**src/rtl/spr_dma_arbiter.sv**
```systemverilog
module spr_dma_arbiter #(
  parameter int          SPR_BYTES = 160,
  parameter logic [15:0] SPR_BASE  = 16'hFE00,
  parameter logic [15:0] CTRL_ADDR = 16'hFF46,
  parameter logic [15:0] HRAM_LO   = 16'hFF80,
  parameter logic [15:0] HRAM_HI   = 16'hFFFE,
  parameter logic [7:0]  LOCK_FILL = 8'hFF
) (
  input  logic        clk,
  input  logic        rst_n,
  input  logic [15:0] cpu_addr,
  input  logic        cpu_rd,
  input  logic        cpu_wr,
  input  logic [7:0]  cpu_wdata,
  output logic [7:0]  cpu_rdata,
  output logic [15:0] ext_addr,
  input  logic [7:0]  ext_rdata,
  output logic [7:0]  ext_wdata,
  output logic        ext_we,
  output logic [15:0] vid_addr,
  input  logic [7:0]  vid_rdata,
  output logic [7:0]  vid_wdata,
  output logic        vid_we,
  output logic        dma_active,
  output logic [15:0] dma_src,
  output logic [15:0] dma_dst
);
  localparam int IW     = $clog2(SPR_BYTES);
  localparam int HRAM_N = int'(HRAM_HI) - int'(HRAM_LO) + 1;
  localparam int HW     = $clog2(HRAM_N);
  localparam logic [IW-1:0] LAST = IW'(SPR_BYTES - 1);

  typedef enum logic [1:0] {BUS_EXT, BUS_VID, BUS_INT} bus_e;

  logic [IW-1:0] idx;
  logic [7:0]    page;
  logic [7:0]    spr  [SPR_BYTES];
  logic [7:0]    hram [HRAM_N];

  bus_e          cpu_bus;
  logic          dma_vid, ext_busy, vid_busy, start, in_spr, in_hram;
  logic [IW-1:0] spr_off;
  logic [HW-1:0] hram_off;
  logic [7:0]    dma_byte, rd_mux;

  assign cpu_bus  = (cpu_addr[15:13] == 3'b100) ? BUS_VID :
                    (cpu_addr >= SPR_BASE)      ? BUS_INT : BUS_EXT;

  assign dma_src  = {page, 8'(idx)};
  assign dma_dst  = SPR_BASE + 16'(idx);
  assign dma_vid  = (dma_src[15:13] == 3'b100);
  assign ext_busy = dma_active && !dma_vid;
  assign vid_busy = dma_active &&  dma_vid;

  assign ext_addr  = ext_busy ? dma_src : cpu_addr;
  assign vid_addr  = vid_busy ? dma_src : cpu_addr;
  assign ext_wdata = cpu_wdata;
  assign vid_wdata = cpu_wdata;
  assign ext_we    = cpu_wr && (cpu_bus == BUS_EXT) && !ext_busy;
  assign vid_we    = cpu_wr && (cpu_bus == BUS_VID) && !vid_busy;
  assign dma_byte  = dma_vid ? vid_rdata : ext_rdata;

  assign start    = cpu_wr && (cpu_addr == CTRL_ADDR);
  assign in_spr   = (cpu_addr >= SPR_BASE) && (cpu_addr < SPR_BASE + 16'(SPR_BYTES));
  assign in_hram  = (cpu_addr >= HRAM_LO) && (cpu_addr <= HRAM_HI);
  assign spr_off  = IW'(cpu_addr - SPR_BASE);
  assign hram_off = HW'(cpu_addr - HRAM_LO);

  always_comb begin
    rd_mux = LOCK_FILL;
    unique case (cpu_bus)
      BUS_EXT: rd_mux = ext_rdata;
      BUS_VID: rd_mux = vid_rdata;
      BUS_INT: begin
        if (in_hram)                       rd_mux = hram[hram_off];
        else if (cpu_addr == CTRL_ADDR)    rd_mux = page;
        else if (in_spr && !dma_active)    rd_mux = spr[spr_off];
        else                               rd_mux = LOCK_FILL;
      end
      default: rd_mux = LOCK_FILL;
    endcase
  end

  assign cpu_rdata = cpu_rd ? rd_mux : LOCK_FILL;

  always_ff @(posedge clk or negedge rst_n) begin
    if (!rst_n) begin
      dma_active <= 1'b0;
      idx        <= '0;
      page       <= '0;
    end else if (start) begin
      dma_active <= 1'b1;
      idx        <= '0;
      page       <= cpu_wdata;
    end else if (dma_active) begin
      idx <= idx + 1'b1;
      if (idx == LAST) dma_active <= 1'b0;
    end
  end

  always_ff @(posedge clk) begin
    if (dma_active)
      spr[idx] <= dma_byte;
    else if (cpu_wr && in_spr)
      spr[spr_off] <= cpu_wdata;
    if (cpu_wr && in_hram)
      hram[hram_off] <= cpu_wdata;
  end
endmodule

```
**config.mk**
```make
export PLATFORM = sky130hd
export DESIGN_NAME = spr_dma_arbiter
export DESIGN_NICKNAME = d
export VERILOG_FILES = /design/src/rtl/spr_dma_arbiter.sv
export SDC_FILE = /design/constraint.sdc
export NUM_CORES = 2
export LEC_CHECK = 0
export BUFFER_PORTS_ARGS = -buffer_cell sky130_fd_sc_hd__buf_2
export CAP_MARGIN = 15
export CORE_ASPECT_RATIO = 2
export CORE_MARGIN = 2
export CORE_UTILIZATION = 38
export CTS_CLUSTER_SIZE = 10
export DETAILED_ROUTE_END_ITERATION = 12
export PLACE_DENSITY = 0.63
export RECOVER_POWER = 50
export SYNTH_ARGS = -nofsm -noshare
export SYNTH_HDL_FRONTEND = slang
export SYNTH_SLANG_ARGS = --single-unit
export TNS_END_PERCENT = 10
```
**constraint.sdc**
```tcl
create_clock -name clk -period 14.15 [get_ports clk]
set_input_delay 1.415 -clock clk [delete_from_list [all_inputs] [get_ports clk]]
set_output_delay 1.415 -clock clk [all_outputs]
set_load 0.05 [all_outputs]
```
# Yosys cells after proc, flatten, opt, wreduce, memory -nomap -nowiden

Memories as Yosys holds them, arrays and structs flattened.
Index checks and enable logic that the tools add are counted.

Flip-flop bits (word level): 17
Bits in writable memories: 2296
Logic and storage cells: 63
Memories kept: 2

$add $sub $neg: 4
Magnitude comparators: 4
Equality and inequality tests: 6
Mux-type cells: 25
Reductions and logical operators: 19

Memories:

| memory | depth | bits a word | rd ports | clocked after Yosys merged registers in | write ports | line | text |
|---|---|---|---|---|---|---|---|
| spr    | 160   | 8           | 1        | 0                                       | 1           | 37   | `logic [7:0] spr [SPR_BYTES];` |
| hram   | 127   | 8           | 1        | 0                                       | 1           | 38   | `logic [7:0] hram [HRAM_N];` |

Operators by type and width:

| kind                    | number |
|---|---|
| $mux W8                 | 9 |
| $ge A16 B16 Y1 const B  | 2 |
| $mux W16                | 2 |
| $pmux W8 S3             | 1 |
| $eq A16 B16 Y1 const B  | 1 |
| $le A16 B16 Y1 const B  | 1 |
| $lt A16 B16 Y1 const B  | 1 |
| $logic_and A1 B1 Y1     | 12 |
| $add A10 B9 Y11 const A | 1 |
| $mux W1                 | 11 |
| $add A8 B1 Y8 const B   | 1 |
| $eq A8 B8 Y1 const B    | 1 |
| $reduce_or A8 Y1        | 1 |
| $sub A8 B1 Y8 const B   | 1 |
| $sub A7 B1 Y7 const B   | 1 |
| $eq A3 B3 Y1 const B    | 2 |
| $logic_not A1 Y1        | 4 |
| $mux W2                 | 2 |
| $eq A2 B1 Y1 const B    | 1 |
| $eq A2 B2 Y1 const B    | 1 |
| $logic_not A2 Y1        | 1 |
| $reduce_bool A2 Y1      | 1 |

# Longest topological paths before layout

Depth in word-level cells: 8
Mapped depth: 14
Depth with buffers taken out: 8

# Least setup slack after synthesis

Ideal clock, no wire load.

Path type: input-to-reg
Start: input port cpu_addr[7]
End: memory spr[0][5], data pin
Data arrival time: 7.112 ns
Required time: 13.086 ns
Slack: 5.974 ns
Stages on the path: 9
Buffers on the path: 4
Path through: clkbuf_1 o21ai_0 nand3b_1 or3_1 buf_2 clkbuf_1 clkbuf_1 nor2_1 a21oi_1

Longest elaborated chain between the ends: 8
Elaborated cells on any way between the ends: 9
Those cells by class: order compare: 2; mux: 4; reduce/logical: 3

RTL lines:

| what                                                    | line | text |
|---|---|---|
| start: declaration                                      | 11   | `input logic [15:0] cpu_addr,` |
| $ge A16 B16 Y1 / $lt A16 B16 Y1 (equally long branches) | 64   | `assign in_spr = (cpu_addr >= SPR_BASE) && (cpu_addr < SPR_BASE + 16'(SPR_BYTES));` |
| $logic_and A1 B1 Y1 (*)                                 | 64   |  |
| $logic_and A1 B1 Y1 (*)                                 | 104  | `else if (cpu_wr && in_spr)` |
| $mux W1 (*)                                             | 104  |  |
| $mux W1 (*)                                             | 102  | `if (dma_active)` |
| $mux W1 (not written as such) (*)                       | 105  | `spr[spr_off] <= cpu_wdata;` |
| $reduce_or A8 Y1 (no line) (*)                          | -    |  |
| $mux W8 (no line) (*)                                   | -    |  |
| end: declaration                                        | 37   |  |

Every way passes the cells marked *; elsewhere a longest branch is shown, timed or not.

# Final worst setup path

Start: input port cpu_addr[5]
End: memory spr[147][6], data pin

Same word-level chain as after synthesis.

==> flow_metrics.py <==
metrics = {
    "drt": {
        "ant_nets": 0,
        "drc": 0,
        "drt-total-wl_um": 307600,
        "num_vias": 52400,
        "drtPass1Iterations": 6,
        "post_drt_wl_per_cell_um": 36.16,
        "drt-vias-per-instance": 6.158,
        "drt_iter0_drc": 6704,
    },
    "sta": {
        "fmax_mhz": 93.25,
        "setup_viol": 0,
        "fin_skew_ns": 0.05360,
        "hold_ws_ns": 0.7670,
        "worst_pin_slew_ns": 4.724,
        "grt_setup_unrepaired": "no",
        "drv_slew": 2306,
        "period_share": 0.7579,
        "hold_violations": 0,
        "fin_ws_ns": 3.426,
        "relSlewSlack": -2.149,
        "fin_setup_tns_ns": 0,
        "fin_crit_ns": 10.72,
    },
    "floorplan": {
        "die_area_sq_um": 246400,
        "pin_count": 135,
        "start_util": 0.3821,
        "core_sq_um": 240900,
        "die_height_um": 700.0,
        "num_rows": 255,
        "die_w_um": 352.0,
    },
    "run_status": {
        "violations": "max-capacitance violations, max-slew violations",
        "run_status": "complete, but fails checks",
    },
    "synth": {
        "synth_xor_area_frac": 0.0006662,
        "synth_fa_ha_area_frac": 0.0001360,
        "yosysWarnings": 0,
        "synth_area_sq_um": 92030,
        "ys_seq_elements": 2313,
        "synth-main-ff-cell": "edfxtp_1",
        "syn_inst": 5052,
        "muxShareOfSynthArea": 0.1137,
        "synth_top_family_by_area": "multiplexers",
        "synth_edf_count": 2296,
        "ys_types": 94,
        "synth_seq_area_share": 0.7538,
        "synth_compound_area_frac": 0.06705,
        "syn-mean-instance-area_sq_um": 18.22,
        "yosys.area_share.simple": 0.03860,
        "async_flop_share": 0.007350,
    },
    "grt": {
        "grt_util_met3": 0.05099,
        "gr-usage-met1": 0.2461,
        "first_global_vias": 53140,
        "antenna_found_initial": 36,
        "grt_max_degree": 97,
        "grt_use_met2": 0.4257,
        "grt_overflow": 0,
        "grt_pass1_wl_um": 421600,
        "grtUsageTotal": 0.2440,
        "top_usage_layer": "met2",
    },
    "clock_tree": {
        "cts_buffers": 273,
        "cts.htree.levels": 5,
        "cts_hold_buf": 0,
        "root_buffer": "clkbuf_16",
        "clock_latency_ns": 0.88,
        "cts_tree": "built",
        "clock_sinks": 2313,
        "post_cts_resize_count": 0,
        "clkTransAtPathRegs_ns": 0.05,
        "cts_buffer_depth": 4,
        "cts_setup_buffers": 0,
    },
    "finish": {
        "finalNonFillerCells": 8509,
        "fin_nets": 5286,
        "fin_area_sq_um": 102800,
        "num-fill-cells": 20810,
        "final_layout_size_suffix_gt1_frac": 0.1853,
        "final_util": 0.4268,
        "area_growth_pct": 11.71,
    },
    "worst_setup_path": {
        "startpoint_type": "input pin",
        "worstPathRequired_ns": 14.10,
        "cp.arrival_ns": 10.67,
        "timing.rr.start": "dma_active",
        "crit_type": "input pin to register",
        "r2r_slack_ns": 5.91,
        "endpoint_kind": "register",
        "r2r_end": "spr[147][6]",
        "critPathMaxFanout": 96,
        "r2r_cells": 5,
    },
    "power": {
        "power_switching_mw": 3.518,
        "power_frac_comb": 0.077,
        "p_sw_frac": 0.2354,
        "seqPwrFrac": 0.510,
        "p_leak_nw": 31.90,
        "cell_internal_pwr_mw": 11.43,
        "pwr-share-clk": 0.413,
        "power.total_mw": 14.94,
        "irDropWorstVdd_uv": 78.69,
        "p_per_area_nw_per_um2": 145.3,
    },
    "place": {
        "placedCellCount": 8177,
        "place_area_sq_um": 95790,
        "routabilityCongestion": 0.9753,
        "hpwl_um": 199100,
        "place_ws_ns": 5.892,
        "portBuffers": 126,
    },
    "min_path": {
        "min-delay-start": "page[0]",
        "hp-class": "register to register",
        "hold-path-endpoint": "page[0]",
        "holdPathStages": 1,
    },
    "flow_run": {
        "maxCapViolations": 44,
    },
}
how the worst max path moves through the flow:
stage	startpoint	end	slack, ns	cells past startpoint
after global placement	cpu_addr[0]	cpu_rdata[4]	5.94	12
final	cpu_addr[5]	spr[147][6]	3.43	8
after floorplan	cpu_addr[7]	spr[0][5]	5.97	9
after detailed placement	cpu_addr[0]	cpu_rdata[4]	5.89	12
after global routing	cpu_addr[5]	spr[147][6]	2.93	8
after CTS	cpu_addr[0]	cpu_rdata[4]	5.90	12
layer usage:
layer  up-vias  share of wire
met2      3469           0.50
li1      20860              -
met1     26880           0.30
met5         -        0.00050
met4        24           0.11
met3      1160          0.085
worst max-delay path: stages:
cell	delay (ns)
clkbuf_1	1.52
o21ai_0	0.37
nand3b_1	0.31
or3_1	0.98
nor2_1	0.20
a21oi_4	0.20
clkbuf_1	2.07
clkbuf_1	3.43
sequential cells by signal, indices dropped and copies added, names as in the netlist:
| register | flops |
|---|---|
| spr | 1280 |
| hram | 1016 |
| idx | 8 |
| page | 8 |
| dma_active | 1 |
cell families (layout without fill, tap and decap cells):
logic type | Yosys count | count (layout)
mux | 679 | 679
compound gates | 873 | 873
buf+inv | 379 | 603
flops | 2313 | 2313
fa+ha+maj | 1 | 1
xor+xnor | 7 | 7
other cells | 2 | 23
simple gates | 798 | 798
power groups by stage:
stage                     Clock [mW]  Combinational [mW]  Sequential, mW
after floorplan                    0               0.609            7.77
after global placement             0                1.12            7.74
after detailed placement           0                1.13            7.74
after CTS                       6.20                1.14            7.60
after global routing            6.43                1.17            7.62
final                           6.17                1.15            7.62
layout by cell type (no fill, tap or decap), types with 102 or more instances in the layout:
cell / netlist / routed
mux2i_1: 229 / 229
mux4_2: 269 / 269
nand2_1: 182 / 182
clkbuf_16: 0 / 285
o22ai_1: 200 / 200
a21oi_1: 134 / 129
clkbuf_1: 94 / 121
mux2_2: 175 / 175
nor2_1: 409 / 403
edfxtp_1: 2296 / 2296
o221ai_1: 102 / 102
buf_4: 95 / 108
synth_stat cells (all sizes together), types with 22 or more instances:
cell,number,area (sq um)
a221oi,56,490.5
nor4,22,137.6
nand3,51,277.8
o221ai,103,908.4
a21oi,134,670.6
nand2,186,708.2
mux2i,229,2292
mux2,176,1982
buf,273,1993
mux4,274,6190
a31oi,28,175.2
clkbuf,96,362.8
a22oi,56,420.4
o21ai,108,555.5
edfxtp,2296,68950
a211oi,26,195.2
o22ai,200,1251
nor2,409,1535
layout make-up:
| cell class | instances | area, sq um | area share |
|---|---|---|---|
| flip-flops and latches | 2313 | 69370 | 0.6747 |
| clock buffers | 308 | 7218 | 0.07021 |
| multi-input cells | 2366 | 20380 | 0.1982 |
| clock inverters | 8 | 81.33 | 0.0007910 |
| repair buffers | 277 | 1657 | 0.01611 |
| well taps | 3212 | 4019 | 0.03909 |
| inverters | 10 | 47.55 | 0.0004625 |
| diodes | 15 | 37.54 | 0.0003651 |
Note: power is estimated with default switching activity, not from simulation.
